<file path="src/rtl/dllp_sched_pkg.sv">
package dllp_sched_pkg;
  localparam int          SEQ_W      = 12;
  localparam int          LIM_W      = 15;
  localparam int          PKT_OVHD   = 28;
  localparam int          PROC_DELAY = 19;
  localparam int          WAKE_ADJ   = 20;
  localparam int          BASE_MPS   = 128;
  localparam int          MAX_PCODE  = 5;
  localparam int          FRAME_LEN  = 8;
  localparam logic [7:0]  K_START    = 8'h5C;
  localparam logic [7:0]  K_END      = 8'hFD;
  localparam logic [7:0]  TYPE_ACK   = 8'h00;
  localparam logic [7:0]  TYPE_NAK   = 8'h10;

  typedef enum logic [2:0] {
    LW_X1  = 3'd0,
    LW_X2  = 3'd1,
    LW_X4  = 3'd2,
    LW_X8  = 3'd3,
    LW_X12 = 3'd4,
    LW_X16 = 3'd5,
    LW_X32 = 3'd6
  } lane_code_e;
endpackage

</file>
<file path="src/rtl/ack_limit_calc.sv">
module ack_limit_calc
  import dllp_sched_pkg::*;
#(
  parameter int LW = LIM_W
) (
  input  logic          clk,
  input  logic          rst,
  input  logic [2:0]    payload_code,
  input  logic [2:0]    width_code,
  input  logic [1:0]    ack_factor,
  input  logic          wake,
  output logic [LW-1:0] limit
);
  logic [2:0]    pcode;
  logic [1:0]    factor;
  logic [LW-1:0] mps, scaled, per_lane, next_lim, quarter;

  always_comb begin
    pcode    = (payload_code > 3'(MAX_PCODE)) ? 3'(MAX_PCODE) : payload_code;
    factor   = (ack_factor == 2'd0) ? 2'd1 : ack_factor;
    mps      = LW'(BASE_MPS) << pcode;
    scaled   = (mps + LW'(PKT_OVHD)) * LW'(factor);
    quarter  = scaled >> 2;
    case (lane_code_e'(width_code))
      LW_X1:   per_lane = scaled;
      LW_X2:   per_lane = scaled >> 1;
      LW_X4:   per_lane = quarter;
      LW_X8:   per_lane = scaled >> 3;
      LW_X12:  per_lane = quarter / LW'(3);
      LW_X16:  per_lane = scaled >> 4;
      default: per_lane = scaled >> 5;
    endcase
    next_lim = per_lane + LW'(PROC_DELAY) + (wake ? LW'(WAKE_ADJ) : LW'(0));
  end

  always_ff @(posedge clk) begin
    if (rst) limit <= LW'(PROC_DELAY);
    else     limit <= next_lim;
  end

  AST_LIMIT_FLOOR: assert property (@(posedge clk) disable iff (rst)
    limit >= LW'(PROC_DELAY)) else $error("limit below internal delay");
endmodule

</file>
<file path="src/rtl/ack_seq_tracker.sv">
module ack_seq_tracker
  import dllp_sched_pkg::*;
#(
  parameter int SW = SEQ_W
) (
  input  logic          clk,
  input  logic          rst,
  input  logic          rx_done,
  input  logic [SW-1:0] rx_seq,
  input  logic          rx_crc_ok,
  input  logic          ack_sent,
  input  logic          nak_sent,
  output logic          ack_pending,
  output logic          nak_pending,
  output logic [SW-1:0] last_good
);
  logic [SW-1:0] expect_seq;
  logic          nak_armed_n;
  logic          good_pkt, bad_pkt;

  assign good_pkt  = rx_done && rx_crc_ok && (rx_seq == expect_seq);
  assign bad_pkt   = rx_done && !rx_crc_ok;
  assign last_good = expect_seq - SW'(1);

  always_ff @(posedge clk) begin
    if (rst) begin
      expect_seq  <= '0;
      ack_pending <= 1'b0;
      nak_pending <= 1'b0;
      nak_armed_n <= 1'b0;
    end else begin
      if (good_pkt) expect_seq <= expect_seq + SW'(1);

      if (good_pkt)                  ack_pending <= 1'b1;
      else if (ack_sent || nak_sent) ack_pending <= 1'b0;

      if (bad_pkt && !nak_armed_n) nak_pending <= 1'b1;
      else if (nak_sent)           nak_pending <= 1'b0;

      if (good_pkt)     nak_armed_n <= 1'b0;
      else if (bad_pkt) nak_armed_n <= 1'b1;
    end
  end

  AST_NAK_SUPPRESS: assert property (@(posedge clk) disable iff (rst)
    (nak_armed_n && !nak_pending && !good_pkt) |=> !nak_pending)
    else $error("second NAK scheduled");
  AST_NO_SEQ_SKIP: assert property (@(posedge clk) disable iff (rst)
    (rx_done && rx_seq != expect_seq) |=> (last_good == $past(last_good)))
    else $error("sequence advanced on mismatch");
endmodule

</file>
<file path="src/rtl/dllp_framer.sv">
module dllp_framer
  import dllp_sched_pkg::*;
#(
  parameter int SW = SEQ_W
) (
  input  logic          clk,
  input  logic          rst,
  input  logic          launch,
  input  logic          launch_nak,
  input  logic [SW-1:0] launch_seq,
  output logic          ready,
  output logic          sym_valid,
  output logic [7:0]    sym,
  output logic          sym_k
);
  localparam int IW = $clog2(FRAME_LEN);

  logic          active;
  logic [IW-1:0] idx;
  logic          nak_q;
  logic [SW-1:0] seq_q;
  logic [15:0]   seq16;
  logic [8:0]    body;

  assign ready = !active;
  assign seq16 = 16'(seq_q);

  always_comb begin
    case (idx)
      IW'(1):  body = {1'b0, nak_q ? TYPE_NAK : TYPE_ACK};
      IW'(3):  body = {1'b0, seq16[15:8]};
      IW'(4):  body = {1'b0, seq16[7:0]};
      IW'(7):  body = {1'b1, K_END};
      default: body = 9'h000;
    endcase
  end

  always_ff @(posedge clk) begin
    if (rst) begin
      active    <= 1'b0;
      idx       <= '0;
      nak_q     <= 1'b0;
      seq_q     <= '0;
      sym_valid <= 1'b0;
      sym       <= '0;
      sym_k     <= 1'b0;
    end else if (!active) begin
      if (launch) begin
        active    <= 1'b1;
        idx       <= IW'(1);
        nak_q     <= launch_nak;
        seq_q     <= launch_seq;
        sym_valid <= 1'b1;
        sym       <= K_START;
        sym_k     <= 1'b1;
      end else begin
        sym_valid <= 1'b0;
        sym       <= '0;
        sym_k     <= 1'b0;
      end
    end else begin
      sym_valid    <= 1'b1;
      {sym_k, sym} <= body;
      idx          <= idx + IW'(1);
      if (idx == IW'(FRAME_LEN - 1)) active <= 1'b0;
    end
  end

  AST_FRAME_START: assert property (@(posedge clk) disable iff (rst)
    $rose(sym_valid) |-> (sym_k && sym == K_START))
    else $error("frame did not open with start");
  AST_FRAME_END: assert property (@(posedge clk) disable iff (rst)
    $fell(sym_valid) |-> ($past(sym_k) && $past(sym) == K_END))
    else $error("frame did not close with end");
endmodule

</file>
<file path="src/rtl/dllp_ack_scheduler.sv">
module dllp_ack_scheduler
  import dllp_sched_pkg::*;
(
  input  logic             clk,
  input  logic             rst,
  input  logic             rx_done,
  input  logic [SEQ_W-1:0] rx_seq,
  input  logic             rx_crc_ok,
  input  logic [2:0]       cfg_payload_code,
  input  logic [2:0]       cfg_width_code,
  input  logic [1:0]       cfg_ack_factor,
  input  logic             l0s_exit,
  output logic             dllp_valid,
  output logic [7:0]       dllp_sym,
  output logic             dllp_k
);
  logic [LIM_W-1:0] limit, cnt;
  logic             ack_pending, nak_pending, ready;
  logic             go_nak, go_ack, go;
  logic [SEQ_W-1:0] last_good;

  ack_limit_calc #(.LW(LIM_W)) u_limit (
    .clk(clk), .rst(rst),
    .payload_code(cfg_payload_code), .width_code(cfg_width_code),
    .ack_factor(cfg_ack_factor), .wake(l0s_exit), .limit(limit)
  );

  ack_seq_tracker #(.SW(SEQ_W)) u_track (
    .clk(clk), .rst(rst),
    .rx_done(rx_done), .rx_seq(rx_seq), .rx_crc_ok(rx_crc_ok),
    .ack_sent(go_ack), .nak_sent(go_nak),
    .ack_pending(ack_pending), .nak_pending(nak_pending), .last_good(last_good)
  );

  assign go_nak = ready && nak_pending;
  assign go_ack = ready && !nak_pending && ack_pending && (cnt >= limit - LIM_W'(1));
  assign go     = go_nak || go_ack;

  always_ff @(posedge clk) begin
    if (rst)              cnt <= '0;
    else if (go)          cnt <= '0;
    else if (ack_pending) cnt <= cnt + LIM_W'(1);
    else                  cnt <= '0;
  end

  dllp_framer #(.SW(SEQ_W)) u_frame (
    .clk(clk), .rst(rst),
    .launch(go), .launch_nak(go_nak), .launch_seq(last_good),
    .ready(ready),
    .sym_valid(dllp_valid), .sym(dllp_sym), .sym_k(dllp_k)
  );

  AST_ACK_DEADLINE: assert property (@(posedge clk) disable iff (rst)
    ack_pending |-> (cnt <= limit + LIM_W'(FRAME_LEN)))
    else $error("ACK overdue");
  AST_NAK_FIRST: assert property (@(posedge clk) disable iff (rst)
    (ready && nak_pending && ack_pending) |=> (dllp_valid && !ack_pending))
    else $error("NAK lost priority");
  AST_IDLE_REST: assert property (@(posedge clk) disable iff (rst)
    (!ack_pending && !nak_pending && ready) |=> !dllp_valid)
    else $error("symbol while idle");
  AST_COUNT_IDLE: assert property (@(posedge clk) disable iff (rst)
    $fell(ack_pending) |=> (cnt == '0))
    else $error("counter not at rest");
endmodule

</file>
<file path="config.mk">
export PLATFORM = sky130hd
export DESIGN_NAME = dllp_ack_scheduler
export DESIGN_NICKNAME = d
export VERILOG_FILES = /design/src/rtl/dllp_sched_pkg.sv /design/src/rtl/ack_limit_calc.sv /design/src/rtl/ack_seq_tracker.sv /design/src/rtl/dllp_framer.sv /design/src/rtl/dllp_ack_scheduler.sv
export SDC_FILE = /design/constraint.sdc
export NUM_CORES = 1
export LEC_CHECK = 0
export BUFFER_PORTS_ARGS = -buffer_cell sky130_fd_sc_hd__buf_2
export CAP_MARGIN = 20
export CORE_MARGIN = 2
export CORE_UTILIZATION = 35
export DETAILED_ROUTE_END_ITERATION = 6
export PLACE_DENSITY = 0.51
export SYNTH_ARGS = -nofsm -noshare
export SYNTH_HDL_FRONTEND = slang
export SYNTH_SLANG_ARGS = --single-unit
export TNS_END_PERCENT = 1
</file>
<file path="constraint.sdc">
create_clock -name clk -period 9.05 [get_ports clk]
set_input_delay 1.3575 -clock clk [delete_from_list [all_inputs] [get_ports clk]]
set_output_delay 1.3575 -clock clk [all_outputs]
set_load 0.01 [all_outputs]
</file>
Word level (Yosys, flattened, before mapping)
Cells that the tools add are included.
W data, S select, Z words.
- register bits: 72
- input bits: 25
- output and inout bits: 10
- $add $sub $neg: 8
- $mul: 1
- div/mod/pow operators: 1
- magnitude comparators: 2
- equality and inequality tests: 10
- shift-type cells: 1
- mux-type cells: 19
- bitwise gates (word level): 2
- reductions and logical operators: 21
- operators by type and width (cell ; number):
    $pmux W15 S6 ; 1
    $pmux W9 S4 ; 1
    $add A15 B5 Y15 const B ; 2
    $add A15 B1 Y15 const B ; 1
    $add A15 B15 Y15 ; 1
    $div A13 B2 Y15 const B ; 1
    $ge A15 B15 Y1 ; 1
    $mul A15 B2 Y15 ; 1
    $shl A8 B3 Y15 const A ; 1
    $sub A15 B1 Y15 const B ; 1
    $add A12 B1 Y12 const B ; 1
    $eq A12 B12 Y1 ; 1
    $eq A3 B3 Y1 const B ; 4
    $sub A12 B1 Y12 const B ; 1
    $mux W5 ; 2
    $eq A3 B2 Y1 const B ; 3
    $mux W1 ; 9
    $mux W3 ; 3
    $logic_and A1 B1 Y1 ; 8
    $mux W8 ; 1
    $mux W7 ; 1
    $eq A3 B1 Y1 const B ; 2
    $reduce_bool A2 Y1 ; 3
    $logic_not A1 Y1 ; 4
    other kinds (10) ; 11

Depth between registers and ports, before layout
- depth in word-level cells: 9
- mapped depth: 50
- mapped depth without buffers: 45

Hierarchy
From an unflattened synthesis, not the netlist that was laid out.
- cell total of the unflattened synthesis: 925
- area total of the unflattened synthesis: 6946.7 sq um
- modules (own cells, without submodules) (module ; instances ; cells each ; area an instance (sq um) ; seq. area each (sq um)):
    ack_limit_calc ; 1 ; 511 ; 3498.4 ; 300.3
    dllp_ack_scheduler ; 1 ; 161 ; 1340.0 ; 300.3
    ack_seq_tracker ; 1 ; 134 ; 1063.5 ; 300.3
    dllp_framer ; 1 ; 119 ; 1044.8 ; 540.5

Worst setup path after synthesis
OpenSTA, ideal clock, no wires.
- kind: input-to-reg
- start: in cfg_ack_factor[1]
- end: reg u_limit.limit[13]
- arrival: 9.482 ns
- data required time: 8.922 ns
- setup slack: -0.560 ns
- cell stages on the path: 48
- path buffers: 5
- cell sequence: buf_2 nand2b_1 clkbuf_1 clkbuf_1 nand2_1 nor2_1 ha_1 inv_1 fa_1 nand2b_2 a21o_1 buf_6 o21ai_2 mux2_2 a311o_1 nor2_1 buf_4 o21ai_0 [... 12 more ...] nand2b_1 nor2_1 a22oi_1 o221ai_1 o2111ai_1 and2_1 ha_1 inv_1 fa_1 inv_1 a21oi_1 nor2_1 a21oi_1 or2_2 nor3b_1 nand3_1 xnor2_1 nor2_1
- word-level cells in the longest chain between the ends: 7
- ends and longest elaborated chain (item ; RTL line ; text):
    start: declaration ; dllp_ack_scheduler.sv:11 ; input logic [1:0] cfg_ack_factor,
    $logic_not A2 Y1 ; ack_limit_calc.sv:20 ; factor = (ack_factor == 2'd0) ? 2'd1 : ack_factor;
    $mux W2 (*) ; ack_limit_calc.sv:20 ;
    $mul A15 B2 Y15 (*) ; ack_limit_calc.sv:22 ; scaled = (mps + LW'(PKT_OVHD)) * LW'(factor);
    $div A13 B2 Y15 ; ack_limit_calc.sv:29 ; LW_X12: per_lane = quarter / LW'(3);
    $pmux W15 S6 (*) ; ack_limit_calc.sv:24 ; case (lane_code_e'(width_code))
    $add A15 B5 Y15 (*) ; ack_limit_calc.sv:33 ; next_lim = per_lane + LW'(PROC_DELAY) + (wake ? LW'(WAKE_ADJ) : LW'(0));
    $add A15 B15 Y15 (*) ; ack_limit_calc.sv:33 ;
    end signal: assignment ; ack_limit_calc.sv:37 ; if (rst) limit <= LW'(PROC_DELAY);
    end signal: assignment ; ack_limit_calc.sv:38 ; else limit <= next_lim;
    end: declaration ; ack_limit_calc.sv:12 ; output logic [LW-1:0] limit
Mark *: on every way between the ends. The rest lies on a longest branch, timed or not.
A chain may end at the register's enable or synchronous reset.

Worst setup path after layout
- start: in cfg_payload_code[2]
- end: reg u_limit.limit[13]
- word-level cells in the longest chain between the ends: 9
- ends and longest elaborated chain (item ; RTL line ; text):
    start: declaration ; dllp_ack_scheduler.sv:9 ; input logic [2:0] cfg_payload_code,
    $gt A3 B3 Y1 ; ack_limit_calc.sv:19 ; pcode = (payload_code > 3'(MAX_PCODE)) ? 3'(MAX_PCODE) : payload_code;
    $mux W3 (*) ; ack_limit_calc.sv:19 ;
    $shl A8 B3 Y15 (*) ; ack_limit_calc.sv:21 ; mps = LW'(BASE_MPS) << pcode;
    $add A15 B5 Y15 (*) ; ack_limit_calc.sv:22 ;
    $mul A15 B2 Y15 (*) ; ack_limit_calc.sv:22 ;
    $div A13 B2 Y15 ; ack_limit_calc.sv:29 ;
    $pmux W15 S6 (*) ; ack_limit_calc.sv:24 ;
    $add A15 B5 Y15 (*) ; ack_limit_calc.sv:33 ;
    $add A15 B15 Y15 (*) ; ack_limit_calc.sv:33 ;
Marks and branches as above.

==> results.md <==
* DR WL/cell at 14.74 um
* HP Class: register to register
* Pwr Total at 1.125 mW
* Chip width at 139.3 um
* CTS root buf: clkbuf_16
* Library cells used by synthesis at 89
* Worst Setup SP: cfg_payload_code[2]
* TritonCTS Buffers at 9
* Placed inst area at 7052 um2
* Number of antenna-violating nets in the routed design at 0
* Grt met2 use at 29.21%
* Vias in the first global route at 5634
* Post-route cell area at 7525 um2
* Core Region at 17960 um2
* Status: finished clean
* Sequential share of power at 30.9%
* DP Cell Count at 1117
* Met3 Resource Use GR at 1.721%
* Largest net degree at the start of global routing at 52
* Seq/Total Area, Yosys at 22.51%
* Top cell type's share of synthesized area at 22.51%
* Power per Cell Area at 149.5 nW/um2
* Sink Count at 72
* Fin crit period at 8.619 ns
* Relative slew slack at 28.95%
* # hold bufs at CTS at 0
* Chip height at 139.3 um
* First-pass GRT wire length at 27.81 mm
* Fraction of registers with async set/reset at 0%
* # setup viols final at 0
* Final nets at 968
* Htree depth at 3
* Max-slew violations at 0
* FF-to-FF Start: u_limit.limit[0]$_SDFF_PP1_
* CP max FO at 8
* GRT Max-Usage Layer: met2
* Syn Inst Count at 860
* Post-route insts no fill at 1138
* Slowest cell on the critical path: fa_1
* LEAKAGE at 2.955 nW
* P&R area growth vs syn at 17.51%
* Final hold vios at 0
* Setup tns final at 0 ns
* Via Count at 6159
* Commonest cells in the netlist: 124 x nor2_1, 72 x dfxtp_1, 64 x a21oi_1
* VDD IR max at 0.0001291 V
* GPL Wtd Cong at 0.8510
* Most common cell in the netlist: nor2_1
* NetSw at 386.6 uW
* Leading register cell type out of synthesis: dfxtp_1
* Clock Skews at 0.008352 ns
* Initial antenna violation count at 2
* Syn avg cell area at 7.446 um2
* Ys Warns at 0
* Synth area leaders: dfxtp_1 23%, ha_1 7.6%, nor2_1 7.3%, xnor2_1 6.6%, a21oi_1 5.0%
* Mapped Area at 6404 um2
* Initial Util at 35.65%
* WP buf/inv at 5
* Syn Nets at 926
* Post-route DRC at 0
* Worst path max stage delay at 0.39 ns
* Initial DRC count at 377
* Final core occ at 41.89%
* Worst-Skew Late Latency at 0.33 ns
* Data required, critical path at 9.23 ns
* Capturing point of the worst reg2reg path: cnt[6]$_SDFF_PP0_
* Switching Share at 34.38%
* Final period util at 95.23%
* Share of cells above drive strength 1 at 17.64%
* Worst Setup Start Kind: input port
* Combinational Power Share at 38.1%
* CP Class: input port to register
* Flops & latches, synth at 72
* All-Layer GR Usage at 16.87%
* Measured slew at the worst slew-check pin at 1.057 ns
* Worst R2R Setup Slack at 4.86 ns
* Rows at 49
* Met1 Use GR at 22.17%
* Critical Path End Type: register
* Arrival @ worst endpoint at 8.80 ns
* TritonRoute pass-1 iters at 5
* Final WL at 16.78 mm
* Full die area at 19390 um2
* Ports at 35
* Delay-heaviest family, CP: simple AND/OR/NAND/NOR gates
* Via density at 5.412
* Worst Setup EP: u_limit.limit[13]$_SDFF_PP0_
* R2R cell count at 18
* CTS clk-pin slew, worst paths at 0.06 ns
* CTS tree: built
* Fmax at 116.0 MHz
* Grt total ovfl at 0
* Synth area leader: dfxtp_1
* Clock share of power at 31.0%
* Clk buf depth at 2
* Critical Path Stages at 44
* EDFF count, synth at 0
* Internal power at 737.9 uW
* Max-cap viol count at 0
* Post-DP HPWL at 12.57 mm
* Number of port buffers at 34
==> cell usage in the layout, fill, tap and decap left out, types with 14 or more instances in the layout <==
cell,netlist,final
buf_4,2,50
nor4_1,15,14
a211oi_1,18,17
nor3_1,27,26
buf_2,4,34
inv_1,30,30
a21oi_1,64,63
nor2_1,124,123
ha_1,39,36
xnor2_1,48,47
dfxtp_1,72,72
nand2_1,60,60
o21ai_0,42,39
or3_1,20,19
nand3_1,29,29
a21o_1,15,14
xor2_1,25,25
==> worst register-to-register path: stages, from the launching register on <==
cell and delay [ns]:
dfxtp_1 0.39, inv_1 0.10, ha_1 0.31, ha_1 0.27, a21o_1 0.15, a21o_1 0.17
a21o_1 0.16, a21o_1 0.17, a21o_1 0.16, a21o_1 0.16, a21o_1 0.18, a21o_1 0.18
a211oi_1 0.25, o21ai_1 0.13, a311oi_1 0.26, nor2_1 0.07, buf_4 0.22, or3b_2 0.64
nor2_1 0.15
==> kinds of logic (layout without fill, tap and decap cells) <==
logic type	count (synthesis)	in the layout	share of synthesized area [%]
simple gates	348	348	26.79
buf+inv	86	133	5.471
xor+xnor	75	75	10.49
flops	72	72	22.51
mux	11	11	2.071
compound gates	226	226	24.37
fa+ha+maj	41	41	8.245
other cells	1	3	0.05856
==> power by group through the flow <==
stage | Sequential, mW | Clock [mW] | Combinational [mW]
finish | 0.347 | 0.349 | 0.428
global route | 0.349 | 0.372 | 0.475
CTS | 0.348 | 0.359 | 0.402
detailed placement | 0.355 | 0 | 0.400
global placement | 0.355 | 0 | 0.404
floorplan | 0.349 | 0 | 0.293
==> repair_timing <==
| item | in CTS | in global routing |
|---|---|---|
| endpoints found under the setup margin | 0 | 9 |
| buffers inserted | 0 | 3 |
| resized for setup | 0 | 28 |
==> metal layers <==
layer | up-vias | part of all wire [%]
met5 | - | 0
met2 | 115 | 48
met1 | 2862 | 47
met4 | 0 | 1.4
li1 | 3164 | -
met3 | 18 | 3.2
==> worst min path at each step <==
stage,cells after the start,slack (ns),endpoint,start
finish,2,0.47,u_frame.sym[6]$_SDFF_PP0_,u_frame.seq_q[6]$_SDFFE_PP0P_
CTS,2,0.47,u_frame.sym[6]$_SDFF_PP0_,u_frame.seq_q[6]$_SDFFE_PP0P_
global route,2,0.50,u_frame.nak_q$_SDFFE_PP0P_,u_track.nak_pending$_SDFFE_PP0P_
detailed placement,2,0.46,u_frame.sym[6]$_SDFF_PP0_,u_frame.seq_q[6]$_SDFFE_PP0P_
floorplan,2,0.44,u_frame.sym[6]$_SDFF_PP0_,u_frame.seq_q[6]$_SDFFE_PP0P_
global placement,1,0.47,cnt[0]$_SDFF_PP0_,cnt[0]$_SDFF_PP0_
==> area by class of cell <==
cell class | count | area (um2)
fill | 1896 | 10440
multi-input combinational | 702 | 4823
sequential | 72 | 1441
timing repair buffer | 84 | 545.5
tap | 229 | 286.5
clock buffer | 9 | 225.2
inverter | 33 | 125.1
clock inverter | 7 | 72.57
antenna | 2 | 5.005
==> registers in the layout, indices dropped and copies added, names as in the netlist <==
signal / count
u_frame.seq_q: 12
u_frame.sym_valid: 1
u_frame.nak_q: 1
cnt: 15
u_limit.limit: 15
u_track.nak_pending: 1
u_frame.idx: 3
u_track.nak_armed_n: 1
u_frame.sym_k: 1
u_track.ack_pending: 1
u_frame.sym: 8
u_frame.active: 1
u_track.expect_seq: 12
==> per-stage QoR <==
| stage | worst slack, ns | hold WS [ns] |
|---|---|---|
| 3_3_place_gp | -0.04485 | 0.4661 |
| 3_5_place_dp | -0.1490 | 0.4617 |
| 2_1_floorplan | 0.01479 | 0.4354 |
| 4_1_cts | 0.1790 | 0.4732 |
| 5_1_grt | -0.05642 | 0.5035 |
| 6_report | 0.4313 | 0.4667 |
(Power assumes the default switching activity.)
